`src/rtl/cpu_core_pkg.sv`:
```
package cpu_core_pkg;

  typedef enum logic [2:0] {
    OP_LD  = 3'b000,
    OP_AND = 3'b001,
    OP_OR  = 3'b010,
    OP_XOR = 3'b011,
    OP_ADD = 3'b100,
    OP_SUB = 3'b101,
    OP_ST  = 3'b110,
    OP_JMP = 3'b111
  } opcode_e;

  typedef enum logic [1:0] {
    SRC_IMM = 2'b00,
    SRC_RAM = 2'b01,
    SRC_AC  = 2'b10,
    SRC_ALT = 2'b11
  } busSrc_e;

  typedef enum logic [1:0] {
    ADR_D,
    ADR_X,
    ADR_YD,
    ADR_YX
  } adrSel_e;

  typedef struct packed {
    opcode_e    aluOp;
    busSrc_e    busSrc;
    adrSel_e    adrSel;
    logic       acWe;
    logic       outWe;
    logic       xWe;
    logic       yWe;
    logic       xInc;
    logic       ramWe;
    logic       isJump;
    logic [2:0] cond;
  } ctrl_t;

  localparam logic [7:0] OPC_NOP = 8'h02;

endpackage

```
`src/rtl/cpu_core_fetch.sv`:
```
module cpu_core_fetch
  import cpu_core_pkg::*;
#(
  parameter int DW = 8,
  localparam int IW = 8 + DW,
  localparam int AW = 2 * DW
) (
  input  logic          clk,
  input  logic          rst,
  input  logic [IW-1:0] romData,
  input  logic          taken,
  input  logic [AW-1:0] target,
  output logic [AW-1:0] pc,
  output logic [7:0]    opc,
  output logic [DW-1:0] operand
);

  logic [IW-1:0] ir;

  always_ff @(posedge clk) begin
    if (rst) begin
      pc <= '0;
      ir <= {OPC_NOP, {DW{1'b0}}};
    end else begin
      ir <= romData;
      pc <= taken ? target : AW'(pc + 1'b1);
    end
  end

  assign opc     = ir[IW-1:DW];
  assign operand = ir[DW-1:0];

  // reset parks the fetch at 0 with a no-op waiting to execute
  a_r1_reset_state: assert property (@(posedge clk)
    rst |=> (pc == '0 && opc == OPC_NOP));

  // sequential fetch when no jump is taken
  a_r2_step: assert property (@(posedge clk) disable iff (rst)
    !taken |=> pc == AW'($past(pc) + 1'b1));

  // a taken jump redirects the fetch after the delay slot is fetched
  a_r10_redirect: assert property (@(posedge clk) disable iff (rst)
    taken |=> pc == $past(target));

endmodule

```
`src/rtl/cpu_core_ctrl.sv`:
```
module cpu_core_ctrl
  import cpu_core_pkg::*;
(
  input  logic [7:0] opc,
  output ctrl_t      ctl
);

  opcode_e    op;
  logic [2:0] mode;

  assign op   = opcode_e'(opc[7:5]);
  assign mode = opc[4:2];

  always_comb begin
    ctl        = '0;
    ctl.aluOp  = op;
    ctl.busSrc = busSrc_e'(opc[1:0]);
    ctl.cond   = mode;
    ctl.isJump = (op == OP_JMP);
    ctl.adrSel = ADR_D;

    case (mode)
      3'b000: begin ctl.adrSel = ADR_D;  ctl.acWe  = 1'b1; end
      3'b001: begin ctl.adrSel = ADR_X;  ctl.acWe  = 1'b1; end
      3'b010: begin ctl.adrSel = ADR_YD; ctl.acWe  = 1'b1; end
      3'b011: begin ctl.adrSel = ADR_YX; ctl.acWe  = 1'b1; end
      3'b100: begin ctl.adrSel = ADR_D;  ctl.xWe   = 1'b1; end
      3'b101: begin ctl.adrSel = ADR_D;  ctl.yWe   = 1'b1; end
      3'b110: begin ctl.adrSel = ADR_D;  ctl.outWe = 1'b1; end
      default: begin
        ctl.adrSel = ADR_YX;
        ctl.outWe  = 1'b1;
        ctl.xInc   = 1'b1;
      end
    endcase

    if (op == OP_ST) begin
      // X and Y loads stay enabled on purpose
      ctl.acWe  = 1'b0;
      ctl.outWe = 1'b0;
      ctl.ramWe = 1'b1;
    end

    if (op == OP_JMP) begin
      ctl.acWe   = 1'b0;
      ctl.outWe  = 1'b0;
      ctl.xWe    = 1'b0;
      ctl.yWe    = 1'b0;
      ctl.xInc   = 1'b0;
      ctl.adrSel = ADR_D;
    end
  end

endmodule

```
`src/rtl/cpu_core_dp.sv`:
```
module cpu_core_dp
  import cpu_core_pkg::*;
#(
  parameter int DW = 8,
  localparam int AW = 2 * DW
) (
  input  logic          clk,
  input  logic          rst,
  input  ctrl_t         ctl,
  input  logic [DW-1:0] operand,
  input  logic [DW-1:0] fetchPage,
  input  logic [DW-1:0] ramRdata,
  output logic [AW-1:0] ramAddr,
  output logic [DW-1:0] ramWdata,
  output logic          ramWe,
  output logic [DW-1:0] outBus,
  output logic          taken,
  output logic [AW-1:0] target
);

  logic [DW-1:0] acReg, xReg, yReg, outReg;
  logic [DW-1:0] busVal, aluRes;
  logic          acZero, acNeg, condOk;

  always_comb begin
    case (ctl.busSrc)
      SRC_RAM: busVal = ramRdata;
      SRC_AC:  busVal = acReg;
      default: busVal = operand;
    endcase
  end

  always_comb begin
    case (ctl.aluOp)
      OP_AND:  aluRes = acReg & busVal;
      OP_OR:   aluRes = acReg | busVal;
      OP_XOR:  aluRes = acReg ^ busVal;
      OP_ADD:  aluRes = DW'(acReg + busVal);
      OP_SUB:  aluRes = DW'(acReg - busVal);
      default: aluRes = busVal;
    endcase
  end

  always_comb begin
    case (ctl.adrSel)
      ADR_X:   ramAddr = {{DW{1'b0}}, xReg};
      ADR_YD:  ramAddr = {yReg, operand};
      ADR_YX:  ramAddr = {yReg, xReg};
      default: ramAddr = {{DW{1'b0}}, operand};
    endcase
  end

  assign acZero = (acReg == '0);
  assign acNeg  = acReg[DW-1];

  always_comb begin
    case (ctl.cond)
      3'b001:  condOk = !acZero && !acNeg;
      3'b010:  condOk = acNeg;
      3'b011:  condOk = !acZero;
      3'b100:  condOk = acZero;
      3'b101:  condOk = !acNeg;
      3'b110:  condOk = acNeg || acZero;
      default: condOk = 1'b1;
    endcase
  end

  assign taken    = ctl.isJump && condOk;
  assign target   = (ctl.cond == 3'b000) ? {yReg, busVal} : {fetchPage, busVal};
  assign ramWdata = busVal;
  assign ramWe    = ctl.ramWe;
  assign outBus   = outReg;

  always_ff @(posedge clk) begin
    if (rst) begin
      acReg  <= '0;
      xReg   <= '0;
      yReg   <= '0;
      outReg <= '0;
    end else begin
      if (ctl.acWe)  acReg  <= aluRes;
      if (ctl.outWe) outReg <= aluRes;
      if (ctl.yWe)   yReg   <= aluRes;
      if (ctl.xWe)        xReg <= aluRes;
      else if (ctl.xInc)  xReg <= DW'(xReg + 1'b1);
    end
  end

  // a store leaves the accumulator and output register as they were
  a_r7_store_keeps_ac_out: assert property (@(posedge clk) disable iff (rst)
    (ctl.aluOp == OP_ST) |=> ($stable(acReg) && $stable(outReg)));

  // the post-increment mode advances X by one
  a_r6_x_advance: assert property (@(posedge clk) disable iff (rst)
    ctl.xInc |=> xReg == DW'($past(xReg) + 1'b1));

  // subtraction into the accumulator wraps modulo 2^DW
  a_r3_sub_wraps: assert property (@(posedge clk) disable iff (rst)
    (ctl.acWe && ctl.aluOp == OP_SUB) |=> acReg == DW'($past(acReg) - $past(busVal)));

  // a jump never writes data memory or any register
  a_r8_jump_quiet: assert property (@(posedge clk) disable iff (rst)
    ctl.isJump |=> ($stable(acReg) && $stable(xReg) && $stable(yReg) && $stable(outReg)));

  // write enable only on store cycles
  a_r7_we_only_store: assert property (@(posedge clk) disable iff (rst)
    ramWe |-> (ctl.aluOp == OP_ST));

endmodule

```
`src/rtl/cpu_core.sv`:
```
module cpu_core
  import cpu_core_pkg::*;
#(
  parameter int DW = 8,
  localparam int AW = 2 * DW,
  localparam int IW = 8 + DW
) (
  input  logic          clk,
  input  logic          rst,
  output logic [AW-1:0] romAddr,
  input  logic [IW-1:0] romData,
  output logic [AW-1:0] ramAddr,
  input  logic [DW-1:0] ramRdata,
  output logic [DW-1:0] ramWdata,
  output logic          ramWe,
  output logic [DW-1:0] outBus
);

  logic [7:0]    opc;
  logic [DW-1:0] operand;
  logic          taken;
  logic [AW-1:0] target;
  logic [AW-1:0] pc;
  ctrl_t         ctl;

  cpu_core_fetch #(.DW(DW)) u_fetch (
    .clk(clk), .rst(rst), .romData(romData), .taken(taken),
    .target(target), .pc(pc), .opc(opc), .operand(operand)
  );

  cpu_core_ctrl u_ctrl (.opc(opc), .ctl(ctl));

  cpu_core_dp #(.DW(DW)) u_dp (
    .clk(clk), .rst(rst), .ctl(ctl), .operand(operand),
    .fetchPage(pc[AW-1:DW]), .ramRdata(ramRdata), .ramAddr(ramAddr),
    .ramWdata(ramWdata), .ramWe(ramWe), .outBus(outBus),
    .taken(taken), .target(target)
  );

  assign romAddr = pc;

  // after a taken jump the next fetch address is the target
  a_r10_target_follows: assert property (@(posedge clk) disable iff (rst)
    taken |=> romAddr == $past(target));

endmodule

```
`config.mk`:
```
export PLATFORM = sky130hd
export DESIGN_NAME = cpu_core
export DESIGN_NICKNAME = d
export VERILOG_FILES = /design/src/rtl/cpu_core_pkg.sv /design/src/rtl/cpu_core_fetch.sv /design/src/rtl/cpu_core_ctrl.sv /design/src/rtl/cpu_core_dp.sv /design/src/rtl/cpu_core.sv
export SDC_FILE = /design/constraint.sdc
export NUM_CORES = 1
export LEC_CHECK = 0
export BUFFER_PORTS_ARGS = -buffer_cell sky130_fd_sc_hd__buf_2
export CORE_ASPECT_RATIO = 0.7
export CORE_UTILIZATION = 30
export DETAILED_ROUTE_END_ITERATION = 10
export HOLD_SLACK_MARGIN = 0.02
export SYNTH_ARGS = -nofsm -noshare
export SYNTH_HDL_FRONTEND = slang
export SYNTH_SLANG_ARGS = --single-unit
```
`constraint.sdc`:
```
create_clock -name clk -period 4.2 [get_ports clk]
set_clock_uncertainty 0.15 [all_clocks]
set_input_delay 0.84 -clock clk [delete_from_list [all_inputs] [get_ports clk]]
set_output_delay 0.84 -clock clk [all_outputs]
set_load 0.03 [all_outputs]
```
* After elaboration in Yosys (flattened, before gate mapping) *
Index checks and enable logic that the tools add are counted.

cells by class
  muxes and demuxes = 17
  $add $sub $neg = 4
  reduce and logical (&&, ||, !) cells = 12
  bitwise operators = 3
  equal/unequal tests = 19

operator list
  operator                                              count
  case mux 16 bit (3 select lines)                      1
  case mux 8 bit (5 select lines)                       1
  2-to-1 mux 16 bit                                     2
  equality test 3 bit (second input constant)           7
  adder 16 x 1 -> 16 bit (second input constant)        1
  2-to-1 mux 8 bit                                      2
  case mux 8 bit (2 select lines)                       1
  equality test 3 x 2 -> 1 bit (second input constant)  4
  adder 8 x 1 -> 8 bit (second input constant)          1
  adder 8 bit                                           1
  bitwise AND 8 bit                                     1
  logical NOT 8 bit                                     1
  bitwise OR 8 bit                                      1
  OR reduction 4 bit                                    2
  subtractor 8 bit                                      1
  bitwise XOR 8 bit                                     1
  2-to-1 mux 7 bit                                      1
  OR reduction 7 bit                                    1
  equality test 2 bit (second input constant)           3
  equality test 3 x 1 -> 1 bit (second input constant)  2
  2-to-1 mux 1 bit                                      6
  case mux 1 bit (6 select lines)                       1
  case mux 2 bit (3 select lines)                       1
  OR reduction 6 bit                                    1
  other kinds (8)                                       11

storage, ports and cells
  output and inout port bits = 49
  flip-flop bits (word level) = 64

* Longest topological paths before layout *
  depth in word-level cells = 7
  gate-level depth with buffers = 18
  gate-level depth less buffers = 17

* Modules after synthesis *
A second synthesis with hierarchy kept.

second synthesis, totals
  cell total of the unflattened synthesis = 537
  area total of the unflattened synthesis = 4,531.8 sq um

by module, submodules not included
  module          cells an instance  area each (sq um)  instances  seq. area each (sq um)
  cpu_core_dp     380                3,113.0            1          640.6
  cpu_core_fetch  134                1,256.2            1          640.6
  cpu_core_ctrl   23                 162.7              1          0.0

* Worst setup path before layout *
Ideal clock, no wire load.

  kind = input-to-reg
  start point = input ramRdata[1]
  end point = register u_dp.yReg[6]
  arrival time = 3.263 ns
  stages = 14
  setup slack = 0.716 ns
  setup time = 0.070 ns
  cells stage by stage = a22oi_1 o21a_1 inv_2 nor2_2 nand2_1 o31ai_1 xnor2_1 ha_1 o21a_1 a21boi_0 mux2_2 a221oi_2 nand2_1 a21oi_1

between the ends
  longest elaborated chain between the ends = 3
  elaborated cells between the ends (all ways) = 4

ends and longest elaborated chain
  item                                             line                                  text
  start, declared                                  cpu_core.sv:13                        input logic [DW-1:0] ramRdata,
  case mux 8 bit (2 select lines) *                cpu_core_dp.sv:26                     case (ctl.busSrc)
  subtractor 8 bit or adder 8 bit (tied branches)  cpu_core_dp.sv:39, cpu_core_dp.sv:38
  case mux 8 bit (5 select lines) *                cpu_core_dp.sv:34                     case (ctl.aluOp)
  end signal, assigned                             cpu_core_dp.sv:83                     if (ctl.yWe) yReg <= aluRes;
  end, declared                                    cpu_core_dp.sv:21                     logic [DW-1:0] acReg, xReg, yReg, outReg;

Mark *: on every way between the ends. The rest lies on a longest branch, timed or not.
A chain may end at the register's enable or synchronous reset.

* Final worst setup path *
  start point = register u_fetch.ir[8]
  end point = register u_dp.yReg[6]

between the ends
  longest elaborated chain between the ends = 4
  elaborated cells between the ends (all ways) = 9

ends and longest elaborated chain
  item                                                                 line                  text
  start, declared                                                      cpu_core_fetch.sv:18  logic [IW-1:0] ir;
  start signal, assigned                                               cpu_core_fetch.sv:23  ir <= {OPC_NOP, {DW{1'b0}}};
  start signal, assigned                                               cpu_core_fetch.sv:25  ir <= romData;
  equality test 2 bit or equality test 2 x 1 -> 1 bit (tied branches)  cpu_core_dp.sv:26
  case mux 8 bit (2 select lines) *                                    cpu_core_dp.sv:26
  subtractor 8 bit (tied with other cells)                             cpu_core_dp.sv:39     OP_SUB: aluRes = DW'(acReg - busVal);
  case mux 8 bit (5 select lines) *                                    cpu_core_dp.sv:34

Marks and branches as above.

==> results.sh <==
export IMPL_status="finished, final reports clean"
export IMPL_max_vdd_ir_drop_v=0.000187
export IMPL_startpoint_type="register"
export IMPL_finalHoldViolCount=0
export IMPL_start_util_pct=31.4
export IMPL_dp_hpwl_um=10200
export IMPL_grt_max_degree=57
export IMPL_slew_viol_final=0
export IMPL_drc=0
export IMPL_critPathLaunch="u_fetch.ir[8]"
export IMPL_post_cts_setup_buffers=0
export IMPL_fp_dieW_um=144
export IMPL_postSynthCellCount=524
export IMPL_synth_xor_area_share_pct=4.14
export IMPL_synth_simple_area_share_pct=23.7
export IMPL_worstPathRequired_ns=4.31
export IMPL_ys_types=65
export IMPL_fillers=1417
export IMPL_synth_seq_area_share_pct=30.3
export IMPL_synth_compound_area_share_pct=22.7
export IMPL_power_share_clock_pct=34.4
export IMPL_combinationalPowerShare_pct=29.4
export IMPL_rsz0062_at_grt="false"
export IMPL_min_from="u_dp.outBus[0]"
export IMPL_netSwitchingFraction_pct=34.1
export IMPL_p_sw_w=0.000655
export IMPL_drive_above_1_share_pct=21.9
export IMPL_core_area_um2=13400
export IMPL_synthFlopType="dfxtp_1"
export IMPL_tightest_slew_ns=0.711
export IMPL_drtAntennaViolNets=0
export IMPL_p_int_w=0.00127
export IMPL_synth_edf_count=0
export IMPL_hold_class="reg2reg"
export IMPL_detail_route_wl_per_cell_um=17.0
export IMPL_via_per_inst=5.28
export IMPL_rows=35
export IMPL_netlist_area_um2=4230
export IMPL_slew_headroom_pct=52.2
export IMPL_drt_iter0_markers=380
export IMPL_clk_pin_slew_ns=0.05
export IMPL_crit_fanout=9
export IMPL_r2r_start="u_fetch.ir[8]"
export IMPL_grtUsageTotal_pct=19.0
export IMPL_antenna_found_initial=0
export IMPL_num_vias=4108
export IMPL_synthMuxAreaShare_pct=3.94
export IMPL_ctsResizeCount=0
export IMPL_die_area_um2=14600
export IMPL_postSynth_asyncResetShare_pct=0
export IMPL_critPathSlowestCell="ha_1"
export IMPL_cts_root_buf="clkbuf_16"
export IMPL_ios=75
export IMPL_synthAdderAreaFrac_pct=8.17
export IMPL_placement_io_buffers=74
export IMPL_power_density_nw_per_um2=384
export IMPL_nNetsFinal=643
export IMPL_path_common_cell="nand2_1"
export IMPL_p_total_w=0.00192
export IMPL_synth_top_family_by_area="simple AND/OR/NAND/NOR gates"
export IMPL_cts_buffers=9
export IMPL_cts_max_path_buffers=2
export IMPL_dr_pass1_iters=5
export IMPL_setup_tns_ns=0
export IMPL_power_frac_seq_pct=36.2
export IMPL_fmaxAchievable_mhz=265
export IMPL_cts_hold_buf=0
export IMPL_crit_arrival_ns=3.89
export IMPL_insertion_delay_ns=0.33
export IMPL_yosysWarnings=0
export IMPL_endpoint_kind="register"
export IMPL_synth_largest_area_cell="dfxtp_1"
export IMPL_slowest_delay_ns=0.42
export IMPL_antennaDiodeCount=0
export IMPL_crit_type="reg2reg"
export IMPL_crit_chain="inv_1, ha_1, nand2_1, o21a_1, inv_1, nor2_2, nand2_1, o31ai_1, xnor2_1, ha_1, o21a_1, a21boi_0, mux2_2, a221oi_2, nand2_1, a21oi_1"
export IMPL_grt_pass1_wl_um=21000
export IMPL_first_global_vias=3854
export IMPL_max_cap_viol_count=0
export IMPL_p_leak_nw=2.12
export IMPL_wl_um=13200
export IMPL_cts_sinks=64
export IMPL_h_tree_depth=3
export IMPL_setup_viol=0
export IMPL_period_needed_ns=3.78
export IMPL_cts_tree="built"
export IMPL_ys_top_cells_by_area="dfxtp_1 30%, ha_1 7.7%, nand2_1 6.1%"
export IMPL_synth_top_area_share_pct=30.3
export IMPL_die_y_um=101
export IMPL_syn2layout_area_growth_pct=18.4
export IMPL_grt_ovfl_total=0
export IMPL_syn_area_per_cell_um2=8.07
export IMPL_ys_seq_elements=64
export IMPL_syn_nets=577
export IMPL_finalCritPeriodShare_pct=90.0
export IMPL_place_congestion=0.901
[power by group through the flow]
stage               clock network, W  registers [W]  logic, W
detailed placement                 0       0.000705  0.000553
global route                0.000697       0.000700  0.000619
finish                      0.000662       0.000695  0.000565
floorplan                          0       0.000689  0.000403
CTS                         0.000671       0.000694  0.000557
global placement                   0       0.000705  0.000541
[Yosys cell counts (9+ instances only)]
library cell and number:
clkbuf_1 10, dfxtp_1 64, nor2b_1 18, a211oi_1 13, a22oi_1 15, mux2_2 9, buf_4 15, nand2_1 69
and2_1 9, xor2_1 10, inv_1 25, o22ai_1 14, nand3_1 18, o21ai_0 20, ha_1 26, a21oi_1 32
nor2_1 31, xnor2_1 10
[flip-flops by register name, indices dropped and copies added, names as in the netlist]
name         cells
u_dp.outBus      8
u_dp.acReg       8
u_fetch.ir      16
u_dp.yReg        8
u_dp.xReg        8
u_fetch.pc      16
[critical path, delay by kind of cell, from the launching register on]
family	cells	cell delay, ns
mux	1	0.36
simple gates	4	0.45
flops	1	0.33
compound gates	6	1.36
buf+inv	2	0.19
xor+xnor	1	0.11
fa+ha+maj	2	0.74
[cell type report]
| class | count | area (um2) | area share (%) |
|---|---|---|---|
| Multi-Input combinational cell | 399 | 2650 | 52.9 |
| Sequential cell | 64 | 1280 | 25.6 |
| Timing Repair Buffer | 90 | 490 | 9.80 |
| Clock buffer | 13 | 250 | 5.00 |
| Tap cell | 185 | 231 | 4.62 |
| Inverter | 26 | 97.6 | 1.95 |
| Clock inverter | 1 | 5.00 | 0.100 |
[placed cells by master, fill, tap and decap left out, drive strengths merged, types with 15 or more instances in the layout]
cell	Yosys	layout
inv	26	26
buf	25	90
nor2b	18	18
nor2	32	32
dfxtp	64	64
o21ai	30	30
ha	26	26
a21oi	33	33
nand3	20	20
a22oi	15	15
nand2	70	70
[routing by layer]
| layer | track usage [%] | up-vias | routed length, um |
|---|---|---|---|
| met5 | 0 | - | 0 |
| met4 | 3.93 | 0 | 136 |
| met3 | 4.92 | 16 | 1240 |
| met2 | 25.8 | 185 | 4910 |
| met1 | 29.3 | 1915 | 6930 |
| li1 | - | 1992 | - |
[final timing paths]
path                    endpoint  slack [ns]  cells after the start
setup / recovery    u_dp.yReg[6]        0.42                     16
hold / removal    u_dp.outBus[0]        0.31                      2
setup reg to reg    u_dp.yReg[6]        0.42                     16
hold reg to reg   u_dp.outBus[0]        0.31                      2
[through the flow]
| stage | hold slack, ns | util (%) | worst slack, ns | cell area, um2 | std cells |
|---|---|---|---|---|---|
| global placement | 0.300 | 35.3 | 0.351 | 4750 | 764 |
| finish | 0.306 | 37.2 | 0.421 | 5010 | 778 |
| floorplan | 0.295 | - | 0.716 | 4230 | 524 |
| CTS | 0.310 | 37.2 | 0.458 | 5010 | 778 |
| global route | 0.337 | 37.2 | 0.0979 | 5010 | 778 |
| detailed placement | 0.302 | 35.3 | 0.224 | 4750 | 764 |
[logic make-up after synthesis]
family,Yosys count
and+or+nand+nor,195
AOI/OAI and AO/OA,142
DFF,64
buffers and inverters,61
adders and majority gates,27
xor gates and xnor gates,20
muxes,15
No activity file was read; power rests on OpenSTA's default activity.
